## config.mk

```make
export PLATFORM = sky130hd
export DESIGN_NAME = clkgen_top
export DESIGN_NICKNAME = d
export VERILOG_FILES = /design/src/rtl/clkgen_pkg.sv /design/src/rtl/clkgen_src_sel.sv /design/src/rtl/clkgen_div.sv /design/src/rtl/clkgen_pdiv.sv /design/src/rtl/clkgen_top.sv
export SDC_FILE = /design/constraint.sdc
export NUM_CORES = 1
export LEC_CHECK = 0
export ABC_CLOCK_PERIOD_IN_PS = 1300
export BUFFER_PORTS_ARGS = -buffer_cell sky130_fd_sc_hd__buf_2
export CAP_MARGIN = 20
export CORE_AREA = 5 5 42 44
export DETAILED_ROUTE_END_ITERATION = 7
export DIE_AREA = 0 0 47 49
export REMOVE_ABC_BUFFERS = 1
export SLEW_MARGIN = 30
export SYNTH_ARGS = -nofsm -noshare
export SYNTH_HDL_FRONTEND = slang
export SYNTH_SLANG_ARGS = --single-unit
export TNS_END_PERCENT = 20
```

## constraint.sdc

```tcl
create_clock -name clk -period 1.3 [get_ports clk]
set_input_delay 0.26 -clock clk [delete_from_list [all_inputs] [get_ports clk]]
set_output_delay 0.26 -clock clk [all_outputs]
set_load 0.02 [all_outputs]
```

## src/rtl/clkgen_pkg.sv

```systemverilog
package clkgen_pkg;

    typedef enum logic {
        SRC_XTAL = 1'b0,
        SRC_EXT  = 1'b1
    } src_e;

    typedef struct packed {
        logic tick;
        logic wrap;
        logic fall;
    } div_evt_t;

    function automatic int unsigned cnt_width(input int unsigned states);
        return (states <= 2) ? 1 : $clog2(states);
    endfunction

    function automatic src_e to_src(input logic bit_val);
        return bit_val ? SRC_EXT : SRC_XTAL;
    endfunction

endpackage

```

## src/rtl/clkgen_src_sel.sv

```systemverilog
module clkgen_src_sel
    import clkgen_pkg::*;
(
    input  logic clk,
    input  logic rst,
    input  logic hold,
    input  logic xtal_tick,
    input  logic ext_tick,
    input  logic sel_req,
    input  logic wrap,
    output logic src_tick,
    output src_e sel_act
);

    src_e sel_q;

    always_ff @(posedge clk) begin
        if (rst) begin
            sel_q <= SRC_XTAL;
        end else if (hold || wrap) begin
            sel_q <= to_src(sel_req);
        end
    end

    always_comb begin
        unique case (sel_q)
            SRC_EXT:  src_tick = ext_tick;
            default:  src_tick = xtal_tick;
        endcase
    end

    assign sel_act = sel_q;

    AST_SEL_AT_WRAP: assert property (@(posedge clk) disable iff (rst)
        !$stable(sel_act) |-> ($past(hold) || $past(wrap))) else $error("select changed off boundary");

endmodule

```

## src/rtl/clkgen_div.sv

```systemverilog
module clkgen_div
    import clkgen_pkg::*;
#(
    parameter int unsigned DIV  = 3,
    parameter int unsigned HIGH = 1
) (
    input  logic     clk,
    input  logic     rst,
    input  logic     hold,
    input  logic     tick,
    output logic     cpu_clk,
    output div_evt_t evt
);

    localparam int unsigned PW = cnt_width(DIV);
    typedef logic [PW-1:0] ph_t;
    localparam ph_t LAST    = ph_t'(DIV - 1);
    localparam ph_t HI_LAST = ph_t'(HIGH - 1);
    localparam ph_t HI_CNT  = ph_t'(HIGH);

    ph_t  ph_q;
    ph_t  ph_n;
    logic live;

    assign live = tick && !hold;

    always_comb begin
        if (ph_q == LAST) begin
            ph_n = '0;
        end else begin
            ph_n = ph_q + 1'b1;
        end
    end

    always_ff @(posedge clk) begin
        if (rst || hold) begin
            ph_q    <= LAST;
            cpu_clk <= 1'b0;
        end else if (tick) begin
            ph_q    <= ph_n;
            cpu_clk <= (ph_n < HI_CNT);
        end
    end

    always_comb begin
        evt.tick = live;
        evt.wrap = live && (ph_q == LAST);
        evt.fall = live && (ph_q == HI_LAST);
    end

    AST_PHASE_RANGE: assert property (@(posedge clk) disable iff (rst)
        ph_q <= LAST) else $error("phase out of range");

    AST_HOLD_IDLE: assert property (@(posedge clk) disable iff (rst)
        $past(hold) |-> (!cpu_clk && ph_q == LAST)) else $error("divider not idle in hold");

    AST_EDGE_ON_TICK: assert property (@(posedge clk) disable iff (rst)
        (!$stable(cpu_clk) && !$past(hold) && !$past(rst)) |-> $past(tick)) else $error("cpu edge without tick");

endmodule

```

## src/rtl/clkgen_pdiv.sv

```systemverilog
module clkgen_pdiv
    import clkgen_pkg::*;
#(
    parameter int unsigned PER_DIV = 2
) (
    input  logic clk,
    input  logic rst,
    input  logic hold,
    input  logic fall,
    output logic per_clk
);

    localparam int unsigned HALF = (PER_DIV < 2) ? 1 : PER_DIV / 2;

    logic flip;

    generate
        if (HALF == 1) begin : g_direct
            assign flip = fall;
        end else begin : g_count
            localparam int unsigned CW = cnt_width(HALF);
            typedef logic [CW-1:0] cnt_t;
            localparam cnt_t CLAST = cnt_t'(HALF - 1);
            cnt_t cnt_q;

            always_ff @(posedge clk) begin
                if (rst || hold) begin
                    cnt_q <= '0;
                end else if (fall) begin
                    cnt_q <= (cnt_q == CLAST) ? '0 : cnt_q + 1'b1;
                end
            end

            assign flip = fall && (cnt_q == CLAST);
        end
    endgenerate

    always_ff @(posedge clk) begin
        if (rst || hold) begin
            per_clk <= 1'b0;
        end else if (flip) begin
            per_clk <= ~per_clk;
        end
    end

    AST_PER_ON_FALL: assert property (@(posedge clk) disable iff (rst)
        (!$stable(per_clk) && !$past(hold) && !$past(rst)) |-> $past(fall)) else $error("peripheral toggle off fall");

    AST_PER_HOLD: assert property (@(posedge clk) disable iff (rst)
        $past(hold) |-> !per_clk) else $error("peripheral clock high in hold");

endmodule

```

## src/rtl/clkgen_top.sv

```systemverilog
module clkgen_top
    import clkgen_pkg::*;
#(
    parameter int unsigned CPU_DIV  = 3,
    parameter int unsigned CPU_HIGH = 1,
    parameter int unsigned PER_DIV  = 2
) (
    input  logic clk,
    input  logic rst,
    input  logic xtal_tick,
    input  logic ext_tick,
    input  logic src_sel,
    input  logic sync_in,
    output logic osc_out,
    output logic cpu_clk,
    output logic per_clk
);

    logic     src_tick;
    src_e     sel_act;
    div_evt_t evt;

    clkgen_src_sel i_sel (
        .clk       (clk),
        .rst       (rst),
        .hold      (sync_in),
        .xtal_tick (xtal_tick),
        .ext_tick  (ext_tick),
        .sel_req   (src_sel),
        .wrap      (evt.wrap),
        .src_tick  (src_tick),
        .sel_act   (sel_act)
    );

    clkgen_div #(
        .DIV  (CPU_DIV),
        .HIGH (CPU_HIGH)
    ) i_div (
        .clk     (clk),
        .rst     (rst),
        .hold    (sync_in),
        .tick    (src_tick),
        .cpu_clk (cpu_clk),
        .evt     (evt)
    );

    clkgen_pdiv #(
        .PER_DIV (PER_DIV)
    ) i_pdiv (
        .clk     (clk),
        .rst     (rst),
        .hold    (sync_in),
        .fall    (evt.fall),
        .per_clk (per_clk)
    );

    always_ff @(posedge clk) begin
        if (rst) begin
            osc_out <= 1'b0;
        end else begin
            osc_out <= xtal_tick;
        end
    end

    AST_SYNC_QUIET: assert property (@(posedge clk) disable iff (rst)
        $past(sync_in) |-> (!cpu_clk && !per_clk)) else $error("outputs active under sync");

    AST_PER_WITH_CPU_FALL: assert property (@(posedge clk) disable iff (rst)
        (!$stable(per_clk) && !$past(rst) && !$past(sync_in)) |-> $fell(cpu_clk)) else $error("per edge without cpu fall");

    AST_OSC_IDLE: assert property (@(posedge clk) disable iff (rst)
        (!$past(xtal_tick) && !$past(rst)) |-> !osc_out) else $error("osc strobe without crystal tick");

endmodule

```

# After elaboration in Yosys (flattened, before gate mapping)

Index checks and enable logic that the tools add are counted.

Output and inout bits: 3
Input bits: 6
Bits in registers: 6
Logic and storage cells: 19

Mux-type cells: 3
Bitwise gates (word level): 1
Reductions and logical operators: 7
Magnitude comparators: 1
Add/subtract/negate cells: 1
Equal/unequal tests: 1

Operators with widths:

| kind                  | number |
|---|---|
| $logic_and A1 B1 Y1   | 3 |
| $add A2 B1 Y2 const B | 1 |
| $eq A2 B2 Y1 const B  | 1 |
| $logic_not A2 Y1      | 1 |
| $logic_or A1 B1 Y1    | 2 |
| $lt A2 B1 Y1 const B  | 1 |
| $mux W1               | 2 |
| $mux W2               | 1 |
| $logic_not A1 Y1      | 1 |
| $not A1 Y1            | 1 |

# Logic depth before layout (Yosys ltp)

Depth after elaboration: 4
Mapped depth: 3
Depth with buffers taken out: 3

# Modules after synthesis

A second synthesis with hierarchy kept.

Cell total of the unflattened synthesis: 26
Area, all modules: 284.0 um^2

By module, submodules not included:

| module         | instances | area an instance (um^2) | cells an instance | sequential area each (um^2) |
|---|---|---|---|---|
| clkgen_div     | 1         | 161.4                   | 16                | 60.1 |
| clkgen_src_sel | 1         | 50.0                    | 5                 | 20.0 |
| clkgen_pdiv    | 1         | 38.8                    | 3                 | 20.0 |
| clkgen_top     | 1         | 33.8                    | 2                 | 20.0 |

# Worst setup path before layout

No wires, ideal clock.

Kind: register -> register
Start: register i_sel.sel_q, in the netlist i_sel.sel_act
End: register i_div.ph_q[1]
Setup time: 0.120 ns
Path slack: 0.104 ns
Clock period less this slack: 1.196 ns
Path buffers: 0
Data required time: 1.180 ns
Cell stages (with the launch flop): 4
Data arrival time: 1.076 ns
Cell sequence: dfxtp_1 mux2i_1 nor3_1 a211o_2

Word-level cells in the longest chain between the ends: 1

Ends and longest elaborated chain:

| item                     | line                 | source |
|---|---|---|
| start: declaration       | clkgen_src_sel.sv:15 | `src_e sel_q;` |
| start signal: assignment | clkgen_src_sel.sv:21 | `sel_q <= to_src(sel_req);` |
| $mux W1                  | clkgen_src_sel.sv:26 | `unique case (sel_q)` |
| end signal: assignment   | clkgen_div.sv:40     | `ph_q <= ph_n;` |
| end: declaration         | clkgen_div.sv:21     | `ph_t ph_q;` |

Every way passes these cells.
A chain may end at the register's enable or synchronous reset.

# Worst setup path after layout

Start: register i_sel.sel_q, in the netlist i_sel.sel_act
End: register i_pdiv.per_clk

Word-level cells in the longest chain between the ends: 3

Ends and longest elaborated chain:

| item                   | line                 | source |
|---|---|---|
| $mux W1                | clkgen_src_sel.sv:26 |  |
| $logic_and A1 B1 Y1    | clkgen_div.sv:25     | `assign live = tick && !hold;` |
| $logic_and A1 B1 Y1    | clkgen_div.sv:48     | `evt.fall = live && (ph_q == HI_LAST);` |
| end signal: assignment | clkgen_pdiv.sv:42    | `per_clk <= ~per_clk;` |
| end: declaration       | clkgen_pdiv.sv:10    | `output logic per_clk` |

Every way passes these cells.

==> reports/qor.csv <==
metric,value,unit
fin_crit_sh,95.2,%
synth_top_cell_by_area,dfxtp_1,
synth_top_family_by_area,simple AND/OR/NAND/NOR gates,
io_buffers,8,
synth_xor_area_share,0,%
grt_pass1_wl,869,um
cts-buffers-inserted,3,
max_freq,808,MHz
maxCapViolations,0,
tns,0,ns
wl,485,um
hold_depth,2,
synth_cell_types,16,
drtPass1Iterations,3,
slowest_delay,0.41,ns
gp_congestion,0.765,
core-area,1400,um^2
intPower,0.000329,W
cts_buffer_depth,2,
yosys_register_bits,6,
p_seq_share,47.4,%
drt_iter0_drc,1,
cts_hold_buf,0,
antenna_left,0,
min_to,osc_out,
synth.area.mux_share,12.4,%
synth_common_cells,"dfxtp_1, a21oi_1, nand2_1, mux2i_1",
grt_max_degree,8,
finalMaxSlewViolations,0,
worstPathCellList,mux2i_1 > buf_4 > or4_1 > a21oi_2,
fin_area,354,um^2
postCtsSetupBuffers,0,
antenna_found_initial,0,
fin_cells,55,
p_per_area,1200,nW/um^2
critPathSlowestCell,or4_1,
drive_above_1_share,48.7,%
synth_edf_count,0,
num_vias,225,
cp_max_fo,4,
crit_required,1.48,ns
reg2reg_to,i_pdiv.per_clk,
io_pins,9,
cts.sinks,6,
row_count,14,
cts_resized,0,
ys_warn_count,0,
clkPwrFrac,39.4,%
synth_top_area_share,47.8,%
grt_pass1_vias,227,
h-tree-depth,1,
via_per_inst,4.09,
clkSlewWorstSetupHoldPaths,0.04,ns
clk_latency,0.24,ns
yosysSeqAreaShare,47.8,%
cp.arrival,1.41,ns
fp.dieH,49,um
start_util,17.9,%
peakVddDrop,0.000449,V
yosys.area_share.simple,22.9,%
antenna_cells,0,
setup_viol,0,
synth_most_common_cell,dfxtp_1,
worst_pin_slew,0.246,ns
switching_share,22.5,%
r2r_cells,4,
synth_cells,26,
ys.flop_type,dfxtp_1,
die_area,2300,um^2
status,"finished, final reports clean",
relSlewSlack,83.2,%
reg2reg_from,i_sel.sel_act,
drc,0,
critical_path.top_delay_family,simple AND/OR/NAND/NOR gates,
syn-cell-area,251,um^2
avgSynthCellArea,9.67,um^2
synthTopCellsByArea,"dfxtp_1, mux2i_1, a21oi_1",
critical_path_buf_inv_count,1,
wire_per_inst,8.82,um
switchingPower,0.0000953,W
min_from,rst,
synth-adder-area-share,0,%
power_frac_comb,13.2,%
fin_nets,47,
dpl.cell_count,52,
track_usage,5.51,%
hold_viol,0,
synth_compound_area_share,15.4,%
hold_slack,0.215,ns
ys_async_sr_fraction,0,%
critical_path.startpoint_type,flop,
final_util,25.3,%
dpl_cell_area,327,um^2
power.leakage,0.145,nW
die_w,47,um
cts_tree,yes,
fillers,160,
cts-root-buf,clkbuf_4,
period_needed,1.24,ns
rsz0062_at_grt,false,
crit_path_end_kind,flop,
criticalPathCategory,flop to flop,
min_path_type,input port to flop,
areaGrowthSynthToFinish,40.8,%
r2r_slack,0.06,ns
skew,0.00125,ns
overflow,0,
==> registers in the layout, summed over array words and instances, names as in the netlist <==
signal	cells
i_pdiv.per_clk	1
i_div.cpu_clk	1
i_sel.sel_act	1
i_div.ph_q	2
osc_out	1
==> power by group through the flow <==
stage	clock, W	combinational [W]	sequential [W]
CTS	0.000183	0.0000561	0.000200
floorplan	0	0.0000261	0.000208
finish	0.000167	0.0000560	0.000201
detailed placement	0	0.0000556	0.000204
global route	0.000193	0.0000623	0.000202
global placement	0	0.0000554	0.000203
==> through the flow <==
step | setup slack (ns) | total power [W]
floorplan | 0.104 | 0.000234
global placement | 0.106 | 0.000259
detailed placement | 0.0783 | 0.000260
CTS | 0.0601 | 0.000439
global route | 0.0169 | 0.000458
finish | 0.0626 | 0.000424
==> metal layers <==
layer	routed length, um	global-route usage [%]	vias up
met2	182	5.88	7
met5	0	0	-
met4	0	4.15	0
met1	257	7.54	94
met3	45	3.32	0
li1	-	-	124
==> cells in the final DEF (no fill, tap or decap) <==
cell type	Yosys	routed
mux2_2	1	1
buf_2	0	8
a21oi_2	0	1
buf_4	0	2
o31ai_1	1	1
nor3_1	1	1
nand2_1	3	3
a31oi_1	1	1
nor2b_1	1	1
a21oi_1	3	2
or4_1	1	1
mux2i_1	2	2
nand2b_1	1	1
or2_2	1	1
or2b_1	1	1
dfxtp_2	0	1
inv_1	1	1
dfxtp_1	6	5
clkbuf_4	0	3
a211o_2	1	1
or3_2	1	1
==> area by class of cell <==
cell class	count	area, um^2	area share (%)
well taps	16	20.0	5.65
flip-flops and latches	6	121	34.3
repair buffers	10	55.1	15.5
inverters	1	3.75	1.06
clock buffers	3	22.5	6.36
multi-input cells	19	131	37.1
==> worst max path at each step <==
| stage | start | to | slack, ns | depth (start not counted) |
|---|---|---|---|---|
| 5_1_grt | i_sel.sel_act | i_div.ph_q[0] | 0.02 | 4 |
| 3_5_place_dp | i_sel.sel_act | i_div.ph_q[0] | 0.08 | 4 |
| 2_1_floorplan | i_sel.sel_act | i_div.ph_q[1] | 0.10 | 3 |
| 3_3_place_gp | i_sel.sel_act | i_pdiv.per_clk | 0.11 | 4 |
| 4_1_cts | i_sel.sel_act | i_pdiv.per_clk | 0.06 | 4 |
| 6_report | i_sel.sel_act | i_pdiv.per_clk | 0.06 | 4 |
==> worst reg2reg max path: cells and delay by family, from the launching register on <==
kind	cells	cell delay, ns
buffers and inverters	1	0.16
AND/OR/NAND/NOR	1	0.41
flip-flops	1	0.32
multiplexers	1	0.15
AO/OA/AOI/OAI	1	0.14
==> cells by family after synthesis <==
| family | after synthesis |
|---|---|
| muxes | 3 |
| DFF | 6 |
| AOI/OAI and AO/OA | 6 |
| buffers and inverters | 1 |
| and+or+nand+nor | 10 |
No activity file was read; power rests on OpenSTA's default activity.
